==> config.mk <==
export PLATFORM = sky130hd
export DESIGN_NAME = synth_prog_seq
export DESIGN_NICKNAME = d
export VERILOG_FILES = /design/src/rtl/synth_prog_pkg.sv /design/src/rtl/sclk_tick.sv /design/src/rtl/prog_shifter.sv /design/src/rtl/lock_qualifier.sv /design/src/rtl/synth_prog_seq.sv
export SDC_FILE = /design/constraint.sdc
export NUM_CORES = 1
export LEC_CHECK = 0
export BUFFER_PORTS_ARGS = -buffer_cell sky130_fd_sc_hd__buf_2
export CORE_ASPECT_RATIO = 0.7
export CORE_UTILIZATION = 45
export DETAILED_ROUTE_END_ITERATION = 6
export GPL_ROUTABILITY_DRIVEN = 1
export PLACE_DENSITY = 0.67
export SLEW_MARGIN = 25
export SYNTH_ARGS = -nofsm -noshare
export SYNTH_HDL_FRONTEND = slang
export SYNTH_SLANG_ARGS = --single-unit
export TNS_END_PERCENT = 50
==> constraint.sdc <==
create_clock -name clk -period 6.8 [get_ports clk]
set_input_delay 1.02 -clock clk [delete_from_list [all_inputs] [get_ports clk]]
set_output_delay 1.02 -clock clk [all_outputs]
set_load 0.02 [all_outputs]
==> src/rtl/synth_prog_pkg.sv <==
package synth_prog_pkg;

    localparam int WORD_W = 24;
    localparam int SEL_W  = 2;
    localparam int N_SEQ  = 3;

    typedef logic [WORD_W-1:0] cfg_word_t;

    typedef enum logic [1:0] {SH_IDLE, SH_BITS, SH_LOAD, SH_GAP} sh_state_t;
    typedef enum logic [1:0] {SQ_IDLE, SQ_LEAD, SQ_SEND, SQ_WAIT} sq_state_t;

    typedef struct packed {
        logic sclk;
        logic le;
        logic sdata;
    } ser_pins_t;

    // System clocks per serial half period, rounded up so the limit holds.
    function automatic int half_period(input longint sys_hz, input longint max_hz);
        longint q;
        q = (sys_hz + 2 * max_hz - 1) / (2 * max_hz);
        return (q < 1) ? 1 : int'(q);
    endfunction

endpackage

==> src/rtl/sclk_tick.sv <==
module sclk_tick #(
    parameter int HALF = 7
) (
    input  logic clk,
    input  logic rst,
    input  logic run,
    output logic tick
);
    localparam int CW = $clog2(HALF) + 1;

    logic [CW-1:0] cnt;

    assign tick = run && (cnt == CW'(HALF - 1));

    always_ff @(posedge clk) begin
        if (rst || !run || tick) cnt <= '0;
        else                     cnt <= cnt + 1'b1;
    end
endmodule

==> src/rtl/prog_shifter.sv <==
module prog_shifter
    import synth_prog_pkg::*;
#(
    parameter int HALF = 7
) (
    input  logic      clk,
    input  logic      rst,
    input  logic      go,
    input  cfg_word_t word,
    output ser_pins_t pins,
    output logic      fin
);
    localparam int BW = $clog2(WORD_W);

    sh_state_t     state;
    cfg_word_t     sr;
    logic [BW-1:0] bitcnt;
    logic          sclk_q, le_q, sub, fin_q, tick;

    sclk_tick #(.HALF(HALF)) u_tick (
        .clk  (clk),
        .rst  (rst),
        .run  (state != SH_IDLE),
        .tick (tick)
    );

    always_ff @(posedge clk) begin
        if (rst) begin
            state  <= SH_IDLE;
            sr     <= '0;
            bitcnt <= '0;
            sclk_q <= 1'b0;
            le_q   <= 1'b0;
            sub    <= 1'b0;
            fin_q  <= 1'b0;
        end else begin
            fin_q <= 1'b0;
            unique case (state)
                SH_IDLE: if (go) begin
                    sr     <= word;
                    bitcnt <= '0;
                    state  <= SH_BITS;
                end
                SH_BITS: if (tick) begin
                    if (!sclk_q) begin
                        sclk_q <= 1'b1;
                    end else begin
                        sclk_q <= 1'b0;
                        if (bitcnt == BW'(WORD_W - 1)) begin
                            state <= SH_LOAD;
                            le_q  <= 1'b1;
                        end else begin
                            sr     <= {sr[WORD_W-2:0], 1'b0};
                            bitcnt <= bitcnt + 1'b1;
                        end
                    end
                end
                SH_LOAD: if (tick) begin
                    sub <= ~sub;
                    if (sub) begin
                        le_q  <= 1'b0;
                        state <= SH_GAP;
                    end
                end
                SH_GAP: if (tick) begin
                    sub <= ~sub;
                    if (sub) begin
                        state <= SH_IDLE;
                        fin_q <= 1'b1;
                    end
                end
                default: state <= SH_IDLE;
            endcase
        end
    end

    always_comb begin
        pins.sclk  = sclk_q;
        pins.le    = le_q;
        pins.sdata = (state == SH_BITS) ? sr[WORD_W-1] : 1'b0;
    end

    assign fin = fin_q;
endmodule

==> src/rtl/lock_qualifier.sv <==
module lock_qualifier #(
    parameter int LOCK_N = 4
) (
    input  logic clk,
    input  logic rst,
    input  logic clear,
    input  logic arm,
    input  logic lock_det,
    output logic locked
);
    localparam int CW = $clog2(LOCK_N + 1);

    logic          poll;
    logic [CW-1:0] cnt;

    always_ff @(posedge clk) begin
        if (rst || clear) begin
            poll <= 1'b0;
            cnt  <= '0;
        end else begin
            if (arm) poll <= 1'b1;
            if (poll) begin
                if (!lock_det)                cnt <= '0;
                else if (cnt != CW'(LOCK_N))  cnt <= cnt + 1'b1;
            end
        end
    end

    assign locked = poll && (cnt == CW'(LOCK_N));
endmodule

==> src/rtl/synth_prog_seq.sv <==
module synth_prog_seq
    import synth_prog_pkg::*;
#(
    parameter longint SYS_HZ      = 250_000_000,
    parameter longint SCLK_MAX_HZ = 20_000_000,
    parameter int     LOCK_N      = 4
) (
    input  logic                    clk,
    input  logic                    rst,
    input  logic                    start,
    input  logic [WORD_W-1:0]       ref_word,
    input  logic [WORD_W-1:0]       ctl_word,
    input  logic [WORD_W-1:0]       ndiv_word,
    input  logic                    upd_req,
    input  logic [SEL_W-1:0]        upd_sel,
    input  logic [WORD_W-SEL_W-1:0] upd_data,
    input  logic                    lock_det,
    output logic                    sclk,
    output logic                    sdata,
    output logic                    le,
    output logic                    ce,
    output logic                    busy,
    output logic                    done,
    output logic                    locked
);
    localparam int HALF = half_period(SYS_HZ, SCLK_MAX_HZ);
    localparam int LW   = $clog2(2 * HALF) + 1;

    sq_state_t     state;
    cfg_word_t     words [N_SEQ];
    logic [1:0]    idx, last;
    logic [LW-1:0] lead_cnt;
    logic          ce_q, done_q, fin, go, arm;
    logic          accept_seq, accept_one;
    ser_pins_t     pins;

    assign accept_seq = (state == SQ_IDLE) && start;
    assign accept_one = (state == SQ_IDLE) && upd_req && !start;
    assign go         = (state == SQ_SEND);
    assign arm        = (state == SQ_WAIT) && fin && (idx == last);

    always_ff @(posedge clk) begin
        if (rst) begin
            state    <= SQ_IDLE;
            idx      <= '0;
            last     <= '0;
            lead_cnt <= '0;
            ce_q     <= 1'b0;
            done_q   <= 1'b0;
            for (int i = 0; i < N_SEQ; i++) words[i] <= '0;
        end else begin
            done_q <= 1'b0;
            unique case (state)
                SQ_IDLE: if (accept_seq || accept_one) begin
                    ce_q     <= 1'b1;
                    idx      <= '0;
                    lead_cnt <= '0;
                    state    <= ce_q ? SQ_SEND : SQ_LEAD;
                    if (accept_seq) begin
                        words[0] <= ref_word;
                        words[1] <= ctl_word;
                        words[2] <= ndiv_word;
                        last     <= 2'(N_SEQ - 1);
                    end else begin
                        words[0] <= {upd_data, upd_sel};
                        last     <= '0;
                    end
                end
                SQ_LEAD: begin
                    if (lead_cnt == LW'(2 * HALF - 1)) state <= SQ_SEND;
                    else                               lead_cnt <= lead_cnt + 1'b1;
                end
                SQ_SEND: state <= SQ_WAIT;
                SQ_WAIT: if (fin) begin
                    if (idx == last) begin
                        state  <= SQ_IDLE;
                        done_q <= 1'b1;
                    end else begin
                        idx   <= idx + 1'b1;
                        state <= SQ_SEND;
                    end
                end
                default: state <= SQ_IDLE;
            endcase
        end
    end

    prog_shifter #(.HALF(HALF)) u_shift (
        .clk  (clk),
        .rst  (rst),
        .go   (go),
        .word (words[idx]),
        .pins (pins),
        .fin  (fin)
    );

    lock_qualifier #(.LOCK_N(LOCK_N)) u_lock (
        .clk      (clk),
        .rst      (rst),
        .clear    (accept_seq || accept_one),
        .arm      (arm),
        .lock_det (lock_det),
        .locked   (locked)
    );

    assign sclk  = pins.sclk;
    assign sdata = pins.sdata;
    assign le    = pins.le;
    assign ce    = ce_q;
    assign busy  = (state != SQ_IDLE);
    assign done  = done_q;
endmodule

==> results of run 1 <==
## metal layers
metal / vias up / part of all wire, %
li1: 2199 / -
met1: 2076 / 51
met2: 112 / 45
met3: 7 / 4.1
met4: 0 / 0.43
met5: - / 0
## power by group
part           switching, W  internal (W)  total (W)
logic              0.000359      0.000222   0.000581
clock network      0.000333      0.000504   0.000836
registers         0.0000611      0.000985    0.00105
total              0.000753       0.00171    0.00246
## cell families (layout without fill, tap and decap cells)
| group | count (synthesis) | after routing | share of synthesized area (%) |
|---|---|---|---|
| AO/OA/AOI/OAI | 146 | 146 | 15.9 |
| XOR/XNOR | 5 | 5 | 0.726 |
| adder cells (fa/ha/maj) | 12 | 12 | 2.49 |
| buffers and inverters | 46 | 157 | 3.38 |
| flip-flops | 129 | 129 | 54.8 |
| multiplexers | 50 | 50 | 8.30 |
| AND/OR/NAND/NOR | 156 | 156 | 14.5 |
## worst min-delay path by stage
| stage | slack [ps] | depth (start not counted) | start | to |
|---|---|---|---|---|
| 4_1_cts | 460 | 1 | u_shift.u_tick.cnt[0] | u_shift.u_tick.cnt[0] |
| 6_report | 460 | 1 | u_shift.u_tick.cnt[0] | u_shift.u_tick.cnt[0] |
| 2_1_floorplan | 430 | 1 | u_shift.bitcnt[4] | u_shift.bitcnt[4] |
| 5_1_grt | 490 | 1 | u_shift.u_tick.cnt[0] | u_shift.u_tick.cnt[0] |
| 3_3_place_gp | 440 | 1 | u_shift.u_tick.cnt[0] | u_shift.u_tick.cnt[0] |
| 3_5_place_dp | 450 | 1 | u_shift.u_tick.cnt[0] | u_shift.u_tick.cnt[0] |
## state kept, by name, indices dropped and copies added, names as in the netlist, named ones only
signal              flops
words                  72
u_shift.sr             24
lead_cnt                5
u_shift.bitcnt          5
u_shift.u_tick.cnt      4
u_lock.cnt              3
idx                     2
state                   2
u_shift.state           2
ce                      1
done                    1
last                    1
u_lock.poll             1
u_shift.fin             1
u_shift.le_q            1
u_shift.sclk_q          1
u_shift.sub             1
## worst max-delay path: stages
cell and delay, ps:
buf_2 660, clkinv_1 520, nand2_4 630
## area by class of cell
| cell class | count | area (µm²) | share of cell area (%) |
|---|---|---|---|
| inverters | 12 | 45.0 | 0.623 |
| clock inverters | 12 | 111 | 1.54 |
| well taps | 162 | 203 | 2.80 |
| multi-input cells | 369 | 2550 | 35.2 |
| flip-flops and latches | 129 | 3300 | 45.7 |
| repair buffers | 113 | 584 | 8.08 |
| clock buffers | 20 | 437 | 6.04 |
## through the flow
stage / hold slack (ps) / instances / total power [W]
floorplan: 427 / 544 / 0.00148
global placement: 443 / 784 / 0.00161
detailed placement: 446 / 784 / 0.00163
CTS: 461 / 816 / 0.00247
global route: 485 / 817 / 0.00259
finish: 457 / 817 / 0.00246
## placed cells by master, fill, tap and decap left out, types with 12 or more instances in the layout
cell       instances
a21oi_1           40
buf_2            107
nor2_1            25
clkbuf_16         17
and2_1            52
dfxtp_1           57
a22o_1            24
o21ai_0           37
edfxtp_1          72
ha_1              12
nand2_1           34
mux2i_1           50
a211oi_1          25
==> impl_results.md, run 1 <==
* Distinct cells, synth at 52
* Top cell type's share of synthesized area at 35.9%
* Post-DR wirelength/cell at 15.2 µm
* Initial Util at 47.4%
* Largest net degree at the start of global routing at 74
* Vias in the first global route at 4,141
* Number of diodes at 0
* Post-CTS Hold Fix Bufs at 0
* Worst r2r src: u_shift.state[0]
* EDFF count, synth at 72
* Worst-path clk slew at 50 ps
* Place WS at 3510 ps
* VDD IR-drop max at 0.000224 V
* GRT met1 Usage at 26.4%
* Fin crit period at 2850 ps
* Die Height at 98.9 µm
* Clk_lat worst skew at 410 ps
* WS Path Type: in2reg
* CTS Buf Count at 17
* RSZ-0062 raised after global routing: false
* Total congestion overflow at 0
* Max cap viols at 0
* Via count at 4,394
* First-pass GRT wire length at 20.3 mm
* Most used flip-flop cell after synthesis: edfxtp_1
* Worst Setup SP: rst
* Post-layout util at 56.8%
* Clock Sinks at 129
* Mapped cell area at 6030 µm²
* Die footprint at 13,900 µm²
* Detail Route Antenna Nets at 0
* CP startpoint kind: input pin
* Iter 0 DRT Violations at 252
* Worst-margin pin slew at 967 ps
* CTS tree: done
* Setup_tns at 0 ps
* Count leader, synth: edfxtp_1
* FMAX at 351 MHz
* Worst setup EP type: flip-flop
* Synth Warn # at 0
* Worst Skew at 9.77 ps
* HPWL Detailed at 8.26 mm
* Final period util at 41.9%
* 1st-pass router iterations at 4
* Status: complete, no violations
* CP max FO at 48
* I/O pins at 108
* Final Worst Setup Slack at 3950 ps
* Area after DPL at 6670 µm²
* R2R cell count at 6
* Final Cell Area at 7230 µm²
* Fraction of registers with async set/reset at 0%
* Mean Syn Cell Area at 11.1 µm²
* Synth top cells by count: 72 x edfxtp_1, 57 x dfxtp_1, 52 x and2_1, 50 x mux2i_1, 40 x a21oi_1
* Critical Path AT at 2890 ps
* Max-slew headroom at 35.5%
* Setup violators final at 0
* Die outline width at 140 µm
* Met2 Use GR at 28.2%
* Hold/Removal Path Class: reg2reg
* Post-synth net total at 657
* Post-Syn Instances at 544
* Share of cells above drive strength 1 at 23.2%
* Routed WL at 12.4 mm
* GP Congestion at 0.810
* M3 GR Usage at 4.96%
* DR DRC count at 0
* Busiest grt layer: met2
* Final nets at 755
* PwrDens at 341 nW/µm²
* Worst R2R Setup Slack at 3970 ps
* Post-CTS Setup Bufs at 0
* FP Rows at 34
* Critical Path Sink: words[2][13]
* Final hold vios at 0
* Synth area leaders: edfxtp_1 36%, dfxtp_1 19%, mux2i_1 8.3%
* Req. time, crit path at 6840 ps
* IO Port Bufs at 107
* CTS Root Cell: clkbuf_16
* Register area share after synthesis at 54.8%
* Vias per cell at 5.38
* Yosys reg bits at 129
* Area grow syn2layout at 19.9%
* Leak Pwr at 2.92 nW
* H-tree depth at 4
* Total track usage at 18.7%
* Final-layout fill cell count at 1,063
* RR Endpoint: u_shift.sr[13]
* Post_cts resized at 0
* CTS max path bufs at 2
* Fin. max-slew vios at 0
* Post-synth top area cell: edfxtp_1
* Placeable Area at 12,700 µm²
* Initial antenna violation count at 0
Note: power is estimated with default switching activity, not from simulation.
==> inputs of run 2 (changes only) <==
==> constraint.sdc (replaced) <==
create_clock -name clk -period 2.69 [get_ports clk]
set_input_delay 0.4035 -clock clk [delete_from_list [all_inputs] [get_ports clk]]
set_output_delay 0.4035 -clock clk [all_outputs]
set_load 0.02 [all_outputs]
==> impl_results.md, run 2 (synthesis results as in run 1) <==
* Status: complete, no violations
* Leak Pwr at 2.99 nW
* Switching Fraction at 29.9%
* Register area at 3300 µm²
* Sequential group share of total power at 39.7%
* Total congestion overflow at 0
* Final period util at 85.1%
* HPWL Detailed at 8.53 mm
* VDD IR-drop max at 0.000494 V
* GP Congestion at 0.823
* Fin crit period at 2290 ps
* CTS Buf Count at 17
* CP max FO at 24
* Commonest non-fill, non-tap cell in the layout: buf_2
* Die outline width at 140 µm
* Post-CTS Hold Fix Bufs at 0
* Max-slew headroom at 52.5%
* Worst r2r src: u_shift.state[0]
* Initial Util at 47.4%
* Largest Register: words
* Most frequent cells in the layout: 107 x buf_2, 72 x edfxtp_1, 57 x dfxtp_1, 52 x and2_1, 50 x mux2i_1
* Worst setup EP type: flip-flop
* Placeable Area at 12,700 µm²
* Initial antenna violation count at 0
* Worst-path clk slew at 60 ps
* Clk_lat worst skew at 410 ps
* Clock Sinks at 129
* Clock power frac at 37.7%
* Number of diodes at 0
* Post-layout util at 57.9%
* Combinational power share at 22.6%
* Post_cts resized at 0
* Post-CTS Setup Bufs at 0
* Req. time, crit path at 2970 ps
* Vias in the first global route at 4,189
* Worst-margin pin slew at 711 ps
* Area grow syn2layout at 22.1%
* Largest registers: words x72, u_shift.sr x24
* I/O pins at 108
* H-tree depth at 4
* Hold/Removal Path Class: in2reg
* Worst Setup SP: u_shift.state[0]
* Die Height at 98.9 µm
* Detail Route Antenna Nets at 0
* Int Pwr at 0.00465 W
* CTS tree: done
* Max cap viols at 0
* Critical Path AT at 2560 ps
* FMAX at 437 MHz
* Routed WL at 12.9 mm
* CP startpoint kind: flip-flop
* FP Rows at 34
* Worst Skew at 10.0 ps
* Final hold vios at 0
* Fin. max-slew vios at 0
* 1st-pass router iterations at 5
* CTS max path bufs at 2
* PwrDens at 903 nW/µm²
* Via count at 4,404
* IO Port Bufs at 107
* Final-layout fill cell count at 1,032
* Share of cells above drive strength 1 at 24.1%
* Max reg flops at 72
* WS Path Type: reg2reg
* NetSw at 0.00199 W
* Post-DR wirelength/cell at 15.7 µm
* Iter 0 DRT Violations at 292
* Die footprint at 13,900 µm²
* Area of the multi-input gates at 2530 µm²
* CTS Root Cell: clkbuf_16
* RSZ-0062 raised after global routing: false
* Setup violators final at 0
* HP Start: ctl_word[13]
* DR DRC count at 0
* First-pass GRT wire length at 20.9 mm
* Largest net degree at the start of global routing at 74
* Setup_tns at 0 ps
* Final nets at 760
* Vias per cell at 5.36
* Total track usage at 19.5%
-- run 2: cell types whose count changed in the layout (fill, tap and decap cells not counted), moves of 2 or more --
cell        previous run  this run
clkinvlp_4             3         1
clkbuf_1               3         0
inv_6                  2         6
clkinv_2               3         0
bufinv_16              1         4
buf_4                  5        10
inv_8                  0         2
-- run 2: per-stage QoR --
step | cells | power [W] | hold slack (ps) | setup WS [ps] | cell area, µm²
3_5_place_dp | 790 | 0.00417 | 455 | 453 | 6720
5_1_grt | 822 | 0.00694 | 263 | 250 | 7360
4_1_cts | 822 | 0.00667 | 249 | 423 | 7360
6_report | 822 | 0.00664 | 262 | 402 | 7360
2_1_floorplan | 544 | 0.00375 | 427 | 283 | 6030
3_3_place_gp | 790 | 0.00410 | 440 | 602 | 6720
-- run 2: cell type report --
cell class,count,share of cell area [%]
clock buffers,17,5.78
inverters,12,0.612
repair buffers,118,8.57
well taps,162,2.75
clock inverters,15,2.99
flip-flops and latches,129,44.9
multi-input cells,369,34.4
-- run 2: worst paths after layout --
check	end	cells after the start	slack [ps]
hold / removal	words[1][13]	2	260
setup / recovery	u_shift.sr[19]	7	400
setup reg to reg	u_shift.sr[19]	7	400
hold reg to reg	u_shift.u_tick.cnt[0]	1	460
-- run 2: power groups by stage --
stage	clock [W]	sequential [W]	combinational, W
after global placement	0	0.00267	0.00143
after floorplan	0	0.00264	0.00111
final	0.00251	0.00264	0.00150
after detailed placement	0	0.00268	0.00149
after CTS	0.00253	0.00264	0.00150
after global routing	0.00262	0.00268	0.00165
-- run 2: per-layer routing --
metal / track usage, % / vias up / wire [µm]
met5: 0 / - / 0
met4: 7.19 / 0 / 82
met3: 4.52 / 7 / 557
met2: 29.0 / 98 / 5700
met1: 27.8 / 2090 / 6580
li1: - / 2209 / -
-- run 2: critical path, stage by stage (launching register included) --
cell,delay [ps]
dfxtp_1,360
inv_1,100
ha_1,300
nand4bb_1,440
o31a_1,440
nor2_2,100
buf_4,280
a211oi_1,130
==> inputs of run 3 (changes only) <==
--- a/config.mk
+++ b/config.mk
@@ -10,7 +10,7 @@
 export CORE_UTILIZATION = 45
 export DETAILED_ROUTE_END_ITERATION = 6
 export GPL_ROUTABILITY_DRIVEN = 1
-export PLACE_DENSITY = 0.67
+export PLACE_DENSITY = 0.68
 export SLEW_MARGIN = 25
 export SYNTH_ARGS = -nofsm -noshare
 export SYNTH_HDL_FRONTEND = slang
==> constraint.sdc (replaced) <==
create_clock -name clk -period 2.5 [get_ports clk]
set_input_delay 0.375 -clock clk [delete_from_list [all_inputs] [get_ports clk]]
set_output_delay 0.375 -clock clk [all_outputs]
set_load 0.02 [all_outputs]
==> impl_results.md, run 3 (synthesis results as in run 1) <==
* Worst-margin pin slew at 478 ps
* VDD IR-drop max at 0.000528 V
* Die outline width at 140 µm
* Largest registers: words x72, u_shift.sr x24
* Status: complete, no violations
* Initial Util at 47.4%
* Worst Skew at 7.42 ps
* CTS max path bufs at 2
* First-pass GRT wire length at 21.2 mm
* Max cap viols at 0
* Worst r2r src: u_shift.state[1]
* Final Worst Setup Slack at 246 ps
* Switching Fraction at 30.0%
* Leak Pwr at 2.97 nW
* HPWL Detailed at 8.79 mm
* Post_cts resized at 0
* Req. time, crit path at 2810 ps
* Combinational power share at 24.0%
* Place WS at 291 ps
* I/O pins at 108
* 1st-pass router iterations at 4
* Worst-path clk slew at 60 ps
* Crit path cell chain: inv_1 -> ha_1 -> nand4bb_1 -> o31ai_4 -> buf_4 -> a21oi_1 -> a211oi_1
* Die Height at 98.9 µm
* RSZ-0062 raised after global routing: false
* Worst setup EP type: flip-flop
* Setup violators final at 0
* Final hold vios at 0
* Number of diodes at 0
* Fin Hold WS at 232 ps
* Placeable Area at 12,700 µm²
* IO Port Bufs at 107
* Detail Route Antenna Nets at 0
* H-tree depth at 4
* Max reg flops at 72
* Int Pwr at 0.00484 W
* Fin crit period at 2250 ps
* Critical-path top delay cell: nand4bb_1
* Worst Setup SP: u_shift.state[1]
* Initial antenna violation count at 0
* FMAX at 444 MHz
* Iter 0 DRT Violations at 342
* DR DRC count at 0
* Area grow syn2layout at 21.8%
* Largest net degree at the start of global routing at 74
* Clock power frac at 34.8%
* Routed WL at 13.0 mm
* CP startpoint kind: flip-flop
* CTS Buf Count at 17
* Vias per cell at 5.38
* CTS Root Cell: clkbuf_16
* Largest Register: words
* CP peak stage delay at 440 ps
* Fin. max-slew vios at 0
* NetSw at 0.00207 W
* Most frequent cells in the layout: 107 x buf_2, 72 x edfxtp_1, 57 x dfxtp_1, 52 x and2_1, 50 x mux2i_1
* Total track usage at 19.9%
* Total congestion overflow at 0
* Final period util at 90.2%
* PwrDens at 941 nW/µm²
* Critical Path AT at 2570 ps
* Clk_lat worst skew at 420 ps
* CTS tree: done
* HP Start: ctl_word[11]
* CP max FO at 26
* Setup_tns at 0 ps
* Vias in the first global route at 4,263
* Share of cells above drive strength 1 at 24.3%
* GP Congestion at 0.816
* Sequential group share of total power at 41.2%
* Final nets at 763
* Max-slew headroom at 68.1%
* Post-CTS Hold Fix Bufs at 0
* Post-CTS Setup Bufs at 0
* Hold/Removal Path Class: in2reg
* Die footprint at 13,900 µm²
* Via count at 4,438
* WS Path Type: reg2reg
* Clock Sinks at 129
* Commonest non-fill, non-tap cell in the layout: buf_2
* Post-DR wirelength/cell at 15.7 µm
* FP Rows at 34
[run 3: cell types whose count changed in the layout (fill, tap and decap cells not counted), sizes merged]
cell,before,now
inv,19,12
clkinv,3,6
buf,118,121
bufinv,4,2
clkbuf,17,19
clkinvlp,1,5
[run 3: worst max-delay path: cells and delay by family, from the launching register on]
kind	cells	cell delay [ps]
adders and majority gates	1	260
AOI/OAI and AO/OA	3	660
and+or+nand+nor	1	440
buffers and inverters	2	410
DFF	1	370
[run 3: path summary, 6_finish.rpt]
path	slack, ps	depth (start not counted)	to
hold reg to reg	470	1	u_shift.bitcnt[4]
hold / removal	230	2	words[1][11]
setup reg to reg	250	7	u_shift.sr[15]
setup / recovery	250	7	u_shift.sr[15]
[run 3: through the flow]
step	instance area [µm²]	power (W)	std cells	utilization, %
after floorplan	6030	0.00404	544	-
after global placement	6760	0.00446	793	53.2
after detailed placement	6760	0.00454	793	53.2
after CTS	7340	0.00693	825	57.7
after global routing	7340	0.00725	825	57.7
final	7340	0.00691	825	57.7
[run 3: final cells by class]
type | instances | area, µm²
Multi-Input combinational cell | 369 | 2530
Inverter | 12 | 45.0
Fill cell | 1052 | 5380
Clock buffer | 19 | 443
Tap cell | 162 | 203
Clock inverter | 13 | 139
Sequential cell | 129 | 3300
Timing Repair Buffer | 121 | 678
[run 3: power by group through the flow]
stage | Combinational (W) | Clock, W | Sequential [W]
finish | 0.00166 | 0.00241 | 0.00285
CTS | 0.00166 | 0.00243 | 0.00285
detailed placement | 0.00166 | 0 | 0.00288
floorplan | 0.00120 | 0 | 0.00284
global placement | 0.00159 | 0 | 0.00287
global route | 0.00184 | 0.00253 | 0.00289
[run 3: metal layers]
metal	share of wire, %	GRT usage [%]
met4	1.0	6.59
met1	50	27.4
met5	0	0
met3	3.9	4.96
met2	45	30.7
